<file path="config.mk">
export PLATFORM = sky130hd
export DESIGN_NAME = irqc_top
export DESIGN_NICKNAME = d
export VERILOG_FILES = /design/src/rtl/irqc_pkg.sv /design/src/rtl/irqc_event_bank.sv /design/src/rtl/irqc_mode_mask.sv /design/src/rtl/irqc_pin_fsm.sv /design/src/rtl/irqc_top.sv
export SDC_FILE = /design/constraint.sdc
export NUM_CORES = 1
export LEC_CHECK = 0
export BUFFER_PORTS_ARGS = -buffer_cell sky130_fd_sc_hd__buf_4
export CORE_ASPECT_RATIO = 0.8
export CORE_MARGIN = 10
export CORE_UTILIZATION = 43
export CTS_CLUSTER_SIZE = 24
export DETAILED_ROUTE_END_ITERATION = 6
export GPL_TIMING_DRIVEN = 0
export PLACE_DENSITY_LB_ADDON = 0.1
export RECOVER_POWER = 50
export SETUP_SLACK_MARGIN = 0.3
export SYNTH_ARGS = -nofsm -noshare
export SYNTH_HDL_FRONTEND = slang
export SYNTH_SLANG_ARGS = --single-unit
</file>
<file path="constraint.sdc">
create_clock -name clk -period 4.4 [get_ports clk]
set_input_delay 0.88 -clock clk [delete_from_list [all_inputs] [get_ports clk]]
set_output_delay 0.88 -clock clk [all_outputs]
set_load 0.02 [all_outputs]
</file>
<file path="src/rtl/irqc_pkg.sv">
package irqc_pkg;

    localparam int ADDR_W = 5;

    localparam logic [ADDR_W-1:0] ADR_CFG   = 5'h05;
    localparam logic [ADDR_W-1:0] ADR_RX_EN = 5'h07;
    localparam logic [ADDR_W-1:0] ADR_RX_ST = 5'h08;
    localparam logic [ADDR_W-1:0] ADR_TX_EN = 5'h0D;
    localparam logic [ADDR_W-1:0] ADR_TX_ST = 5'h0E;
    localparam logic [ADDR_W-1:0] ADR_WK_EN = 5'h1C;
    localparam logic [ADDR_W-1:0] ADR_WK_ST = 5'h1D;

    typedef enum logic [1:0] {
        OPM_TX          = 2'b00,
        OPM_RX_DUAL     = 2'b01,
        OPM_RX_SOLO     = 2'b10,
        OPM_RX_SOLO_ALT = 2'b11
    } opmode_e;

    typedef enum logic {
        PIN_QUIET  = 1'b0,
        PIN_ACTIVE = 1'b1
    } pin_state_e;

endpackage

</file>
<file path="src/rtl/irqc_event_bank.sv">
module irqc_event_bank #(
    parameter int W = 4
) (
    input  logic         clk,
    input  logic         rst_n,
    input  logic [W-1:0] evt_i,
    input  logic         rd_clr_i,
    input  logic         wr_en_i,
    input  logic [W-1:0] wdata_i,
    output logic [W-1:0] en_o,
    output logic [W-1:0] stat_o
);

    logic [W-1:0] en_q;
    logic [W-1:0] stat_q;
    logic [W-1:0] stat_kept;

    always_comb begin
        stat_kept = rd_clr_i ? '0 : stat_q;
    end

    always_ff @(posedge clk) begin
        if (!rst_n) begin
            en_q   <= '0;
            stat_q <= '0;
        end else begin
            if (wr_en_i) begin
                en_q <= wdata_i;
            end
            stat_q <= stat_kept | evt_i;
        end
    end

    assign en_o   = en_q;
    assign stat_o = stat_q;

    AST_EVT_LATCHED: assert property (@(posedge clk) disable iff (!rst_n)
        (evt_i != '0) |=> ((stat_o & $past(evt_i)) == $past(evt_i)));
    AST_READ_CLEARS: assert property (@(posedge clk) disable iff (!rst_n)
        (rd_clr_i && evt_i == '0) |=> (stat_o == '0));
    AST_EVT_WINS: assert property (@(posedge clk) disable iff (!rst_n)
        (rd_clr_i && evt_i != '0) |=> (stat_o == $past(evt_i)));
    AST_EN_HOLD: assert property (@(posedge clk) disable iff (!rst_n)
        !wr_en_i |=> $stable(en_o));

endmodule

</file>
<file path="src/rtl/irqc_mode_mask.sv">
module irqc_mode_mask
    import irqc_pkg::*;
#(
    parameter int TX_W    = 4,
    parameter int RX_CH_W = 4
) (
    input  opmode_e                mode_i,
    output logic [TX_W-1:0]        tx_pass_o,
    output logic [2*RX_CH_W-1:0]   rx_pass_o
);

    localparam int RX_W = 2 * RX_CH_W;

    always_comb begin
        tx_pass_o = '1;
        rx_pass_o = '1;
        unique case (mode_i)
            OPM_TX: begin
                rx_pass_o = '0;
            end
            OPM_RX_DUAL: begin
                tx_pass_o = '0;
            end
            OPM_RX_SOLO, OPM_RX_SOLO_ALT: begin
                tx_pass_o                   = '0;
                rx_pass_o[RX_W-1:RX_CH_W]   = '0;
            end
        endcase
    end

endmodule

</file>
<file path="src/rtl/irqc_pin_fsm.sv">
module irqc_pin_fsm
    import irqc_pkg::*;
(
    input  logic clk,
    input  logic rst_n,
    input  logic req_i,
    input  logic pol_i,
    output logic pin_o,
    output logic oe_o
);

    pin_state_e state_q;
    pin_state_e state_d;

    always_ff @(posedge clk) begin
        if (!rst_n) begin
            state_q <= PIN_QUIET;
        end else begin
            state_q <= state_d;
        end
    end

    always_comb begin
        state_d = state_q;
        unique case (state_q)
            PIN_QUIET:  if (req_i)  state_d = PIN_ACTIVE;
            PIN_ACTIVE: if (!req_i) state_d = PIN_QUIET;
        endcase
    end

    always_comb begin
        unique case (state_q)
            PIN_QUIET: begin
                oe_o  = 1'b0;
                pin_o = ~pol_i;
            end
            PIN_ACTIVE: begin
                oe_o  = 1'b1;
                pin_o = pol_i;
            end
        endcase
    end

    AST_ASSERT_ON_REQ: assert property (@(posedge clk) disable iff (!rst_n)
        req_i |=> oe_o);
    AST_RELEASE_ON_IDLE: assert property (@(posedge clk) disable iff (!rst_n)
        !req_i |=> !oe_o);

endmodule

</file>
<file path="src/rtl/irqc_top.sv">
module irqc_top
    import irqc_pkg::*;
#(
    parameter int TX_W    = 4,
    parameter int RX_CH_W = 4,
    parameter int DATA_W  = 8
) (
    input  logic                clk,
    input  logic                rst_n,
    input  logic [1:0]          mode_i,
    input  logic [TX_W-1:0]     tx_evt_i,
    input  logic [2*RX_CH_W-1:0] rx_evt_i,
    input  logic                wake_evt_i,
    input  logic [ADDR_W-1:0]   reg_addr_i,
    input  logic                reg_wr_i,
    input  logic [DATA_W-1:0]   reg_wdata_i,
    input  logic                reg_rd_i,
    output logic [DATA_W-1:0]   reg_rdata_o,
    output logic                irq_o,
    output logic                irq_oe_o
);

    localparam int RX_W = 2 * RX_CH_W;

    opmode_e          mode;
    logic [TX_W-1:0]  tx_en, tx_st, tx_pass;
    logic [RX_W-1:0]  rx_en, rx_st, rx_pass;
    logic             wk_en, wk_st;
    logic             pol_q;
    logic             req;

    assign mode = opmode_e'(mode_i);

    irqc_event_bank #(.W(TX_W)) u_tx_bank (
        .clk     (clk),
        .rst_n   (rst_n),
        .evt_i   (tx_evt_i),
        .rd_clr_i(reg_rd_i && reg_addr_i == ADR_TX_ST),
        .wr_en_i (reg_wr_i && reg_addr_i == ADR_TX_EN),
        .wdata_i (reg_wdata_i[TX_W-1:0]),
        .en_o    (tx_en),
        .stat_o  (tx_st)
    );

    irqc_event_bank #(.W(RX_W)) u_rx_bank (
        .clk     (clk),
        .rst_n   (rst_n),
        .evt_i   (rx_evt_i),
        .rd_clr_i(reg_rd_i && reg_addr_i == ADR_RX_ST),
        .wr_en_i (reg_wr_i && reg_addr_i == ADR_RX_EN),
        .wdata_i (reg_wdata_i[RX_W-1:0]),
        .en_o    (rx_en),
        .stat_o  (rx_st)
    );

    irqc_event_bank #(.W(1)) u_wk_bank (
        .clk     (clk),
        .rst_n   (rst_n),
        .evt_i   (wake_evt_i),
        .rd_clr_i(reg_rd_i && reg_addr_i == ADR_WK_ST),
        .wr_en_i (reg_wr_i && reg_addr_i == ADR_WK_EN),
        .wdata_i (reg_wdata_i[0]),
        .en_o    (wk_en),
        .stat_o  (wk_st)
    );

    irqc_mode_mask #(.TX_W(TX_W), .RX_CH_W(RX_CH_W)) u_mask (
        .mode_i   (mode),
        .tx_pass_o(tx_pass),
        .rx_pass_o(rx_pass)
    );

    always_ff @(posedge clk) begin
        if (!rst_n) begin
            pol_q <= 1'b0;
        end else if (reg_wr_i && reg_addr_i == ADR_CFG) begin
            pol_q <= reg_wdata_i[0];
        end
    end

    always_comb begin
        req = (|(tx_st & tx_en & tx_pass)) |
              (|(rx_st & rx_en & rx_pass)) |
              (wk_st & wk_en);
    end

    always_comb begin
        reg_rdata_o = '0;
        unique case (reg_addr_i)
            ADR_CFG:   reg_rdata_o[0]        = pol_q;
            ADR_RX_EN: reg_rdata_o[RX_W-1:0] = rx_en;
            ADR_RX_ST: reg_rdata_o[RX_W-1:0] = rx_st;
            ADR_TX_EN: reg_rdata_o[TX_W-1:0] = tx_en;
            ADR_TX_ST: reg_rdata_o[TX_W-1:0] = tx_st;
            ADR_WK_EN: reg_rdata_o[0]        = wk_en;
            ADR_WK_ST: reg_rdata_o[0]        = wk_st;
            default:   reg_rdata_o           = '0;
        endcase
    end

    irqc_pin_fsm u_pin (
        .clk  (clk),
        .rst_n(rst_n),
        .req_i(req),
        .pol_i(pol_q),
        .pin_o(irq_o),
        .oe_o (irq_oe_o)
    );

    AST_RX_SILENT_IN_TX: assert property (@(posedge clk) disable iff (!rst_n)
        (mode_i == 2'b00 && (tx_st & tx_en) == '0 && !(wk_st && wk_en)) |=> !irq_oe_o);
    AST_TX_SILENT_IN_RX: assert property (@(posedge clk) disable iff (!rst_n)
        (mode_i != 2'b00 && (rx_st & rx_en) == '0 && !(wk_st && wk_en)) |=> !irq_oe_o);
    AST_CHB_SILENT_SOLO: assert property (@(posedge clk) disable iff (!rst_n)
        (mode_i[1] && (rx_st[RX_CH_W-1:0] & rx_en[RX_CH_W-1:0]) == '0 && !(wk_st && wk_en))
        |=> !irq_oe_o);
    AST_WAKE_UNMASKED: assert property (@(posedge clk) disable iff (!rst_n)
        (wk_st && wk_en) |=> irq_oe_o);
    AST_LEVEL_WHEN_DRIVEN: assert property (@(posedge clk) disable iff (!rst_n)
        irq_oe_o |-> (irq_o == pol_q));
    AST_LEVEL_WHEN_RELEASED: assert property (@(posedge clk) disable iff (!rst_n)
        !irq_oe_o |-> (irq_o == !pol_q));

endmodule

</file>
==> flow_summary.ini <==
[status]
outcome = finished clean

[floorplan]
ios = 42
rows = 18
fp.coreArea_um2 = 3060
start_util = 0.445
fp.dieH_um = 70.4
die-area_um2 = 5830
floorplan.die.width_um = 82.9

[critical_path]
worst_setup_path_endpoint = reg_rdata_o[2]
timing.reg2reg.worst_path_depth = 4
critical_path.reg2reg.startpoint = u_rx_bank.stat_o[2]
required_ps = 3520
crit_start = reg_addr_i[3]
critical_path.max_fanout = 10
critPathLaunchType = input pin
r2r_end = u_pin.state_q
critical_path_class = in -> out
worst_setup_path_end_kind = output port
r2r_setup_slack_ps = 3290
timing.critical_path.arrival_ps = 2240

[sta]
timing.slew.headroom = 0.429
setup_repair_after_global_routing_missed_its_margin = no
hold_violations_final = 0
worstMarginPinSlew_ps = 855
fin_ws_ps = 1280
timing.setup.tns_ps = 0
worst_clock_skew_ps = 1.28
layout_min_cycle_time_ps = 3120
period_share = 0.708
final-setup-viol-count = 0
report.final.slew_viol_count = 0
max_clock_freq_ghz = 0.321

[synthesis]
synth.yosys.seq_area_share = 0.411
cell_type_with_the_highest_aggregate_area_in_the_netlist = dfxtp_1
total_number_of_yosys_warnings = 0
mappedNetlistNets = 182
count_of_state_elements_after_synthesis = 28
postSynthAreaPerCell_um2 = 9.08
synthTopCellsByArea = dfxtp_1 41%, nor2b_1 9.6%, a22oi_1 6.6%
post_synth_inst_count = 150
synth_top_area_share = 0.411
syn-cell-area_um2 = 1360
yosysUniqueCellTypes = 29

[final_layout]
post_layout_nonfiller_instances = 234
area_delta_synth_final_pct = 28.2
nets = 227
num_antenna_cells = 0
final_cell_mix = 35 x buf_4, 28 x dfxtp_1, 21 x nor2b_1
layout_cell_share_with_drive_strength_beyond_1 = 0.232
layout_commonest_cell = buf_4
fillCellCount = 294

[clocking]
clkSinkCount = 28
tritoncts = built
cts_root_buf = clkbuf_8
worst_skew_pair.late_latency_ps = 270
clk_pin_slew_worst_paths_ps = 90
htreeDepth = 1
cts.path.max_buffers = 2
post_cts_resized = 0
number_of_buffers_created_by_cts = 3
postCtsSetupRepairBufs = 0
holdBufCountCts = 0

[grt]
remaining_global_route_overflow = 0
first_pass_grt_wire_length_mm = 6.33
all_layer_gr_usage = 0.128
grt_util_met3 = 0.0371
grt_pass1_vias = 1267
antenna_found_initial = 0
globalRouteMet1Util = 0.167
met2_usage = 0.205
grt.busiest_layer = met2
grt_start_max_net_pins = 17

[drt]
via_per_inst = 5.46
wl_per_cell_um = 16.4
remaining_drc_errors = 0
drt_first_iter_violations = 65
totalWireLength_mm = 3.84
dr_total_vias = 1277
final_antenna_net_count = 0
detailedRoute.firstPassIterationCount = 4

[pwr]
leakagePower_nw = 0.695
vdd_drop_max_mv = 0.242
power_density_nw_per_um2 = 305

[placement]
dpl.hpwl_mm = 2.99
placed_cells_incl_taps = 230
io_buffers = 40
place_ws_ps = 1380
global_placer_s_final_weighted_congestion = 0.807

[run]
maxCapViolCount = 0

[hold_path]
whs_path_depth = 2
min-delay-path-class = reg -> reg
==> report_power, final <==
part           switching, mW  total, mW  internal (mW)  leakage (nW)
sequential           0.00853      0.272          0.263         0.230
clock                 0.0778      0.200          0.122        0.0357
combinational         0.0276     0.0613         0.0337         0.429
total                  0.114      0.533          0.419         0.695
==> worst min-delay path by stage <==
stage | start | endpoint | slack [ps]
6_report | u_rx_bank.en_o[4] | u_rx_bank.en_o[4] | 490
5_1_grt | u_rx_bank.en_o[3] | u_rx_bank.en_o[3] | 520
4_1_cts | u_rx_bank.en_o[3] | u_rx_bank.en_o[3] | 480
3_5_place_dp | u_rx_bank.en_o[3] | u_rx_bank.en_o[3] | 470
3_3_place_gp | u_rx_bank.en_o[3] | u_rx_bank.en_o[3] | 460
2_1_floorplan | u_rx_bank.en_o[4] | u_rx_bank.en_o[4] | 450
==> logic make-up (layout without fill, tap and decap cells) <==
family                    Yosys count  count (layout)  synth area share
buffers and inverters               8              52            0.0432
DFF                                28              28             0.411
AOI/OAI and AO/OA                  42              42             0.211
muxes                               7               7            0.0514
xor gates and xnor gates            1               1           0.00643
and+or+nand+nor                    64              64             0.276
==> flip-flops by register name (all words and copies together) (netlist names) <==
name	flops
u_pin.state_q	1
u_wk_bank.en_o	1
u_rx_bank.en_o	8
u_rx_bank.stat_o	8
u_tx_bank.en_o	4
pol_q	1
u_wk_bank.stat_o	1
u_tx_bank.stat_o	4
==> metal layers <==
layer  vias to the layer above  wire, um
met3                         2       270
met5                         -         0
met4                         0        24
met2                        47      1760
met1                       597      1790
li1                        631         -
==> through the flow <==
stage           util  hold slack (ps)  area [um2]  power (mW)
5_1_grt        0.570              519        1750       0.556
3_5_place_dp   0.559              466        1710       0.342
4_1_cts        0.583              479        1780       0.542
3_3_place_gp   0.559              459        1710       0.339
6_report       0.570              492        1750       0.533
2_1_floorplan      -              448        1360       0.305
==> cell usage after synthesis, drive strengths merged <==
cell / n
nor2b: 21
a21boi: 8
and3b: 1
buf: 5
and3: 1
nand4b: 1
inv: 1
a22o: 5
nand2: 14
nand2b: 1
xnor2: 1
nand3b: 1
clkbuf: 2
o21a: 2
mux2i: 7
nor3b: 2
dfxtp: 28
a221oi: 1
a22oi: 12
nor4b: 1
nand3: 12
nand4: 4
a21oi: 14
nor2: 3
and2: 2
==> critical path: stages <==
cell and delay [ps]:
clkbuf_1 100, nor3b_1 400, and3_1 230, buf_6 140
buf_8 140, a22oi_1 100, nand2_1 100, buf_4 140
==> cell type report <==
class,count,area (um2),area share
Clock buffer,3,41.3,0.0236
Buffer,7,55.1,0.0315
Multi-Input combinational cell,114,721,0.413
Sequential cell,28,561,0.321
Tap cell,40,50.0,0.0287
Inverter,1,3.75,0.00215
Timing Repair Buffer,40,285,0.163
Clock inverter,1,30.0,0.0172
(Power assumes the default switching activity.)
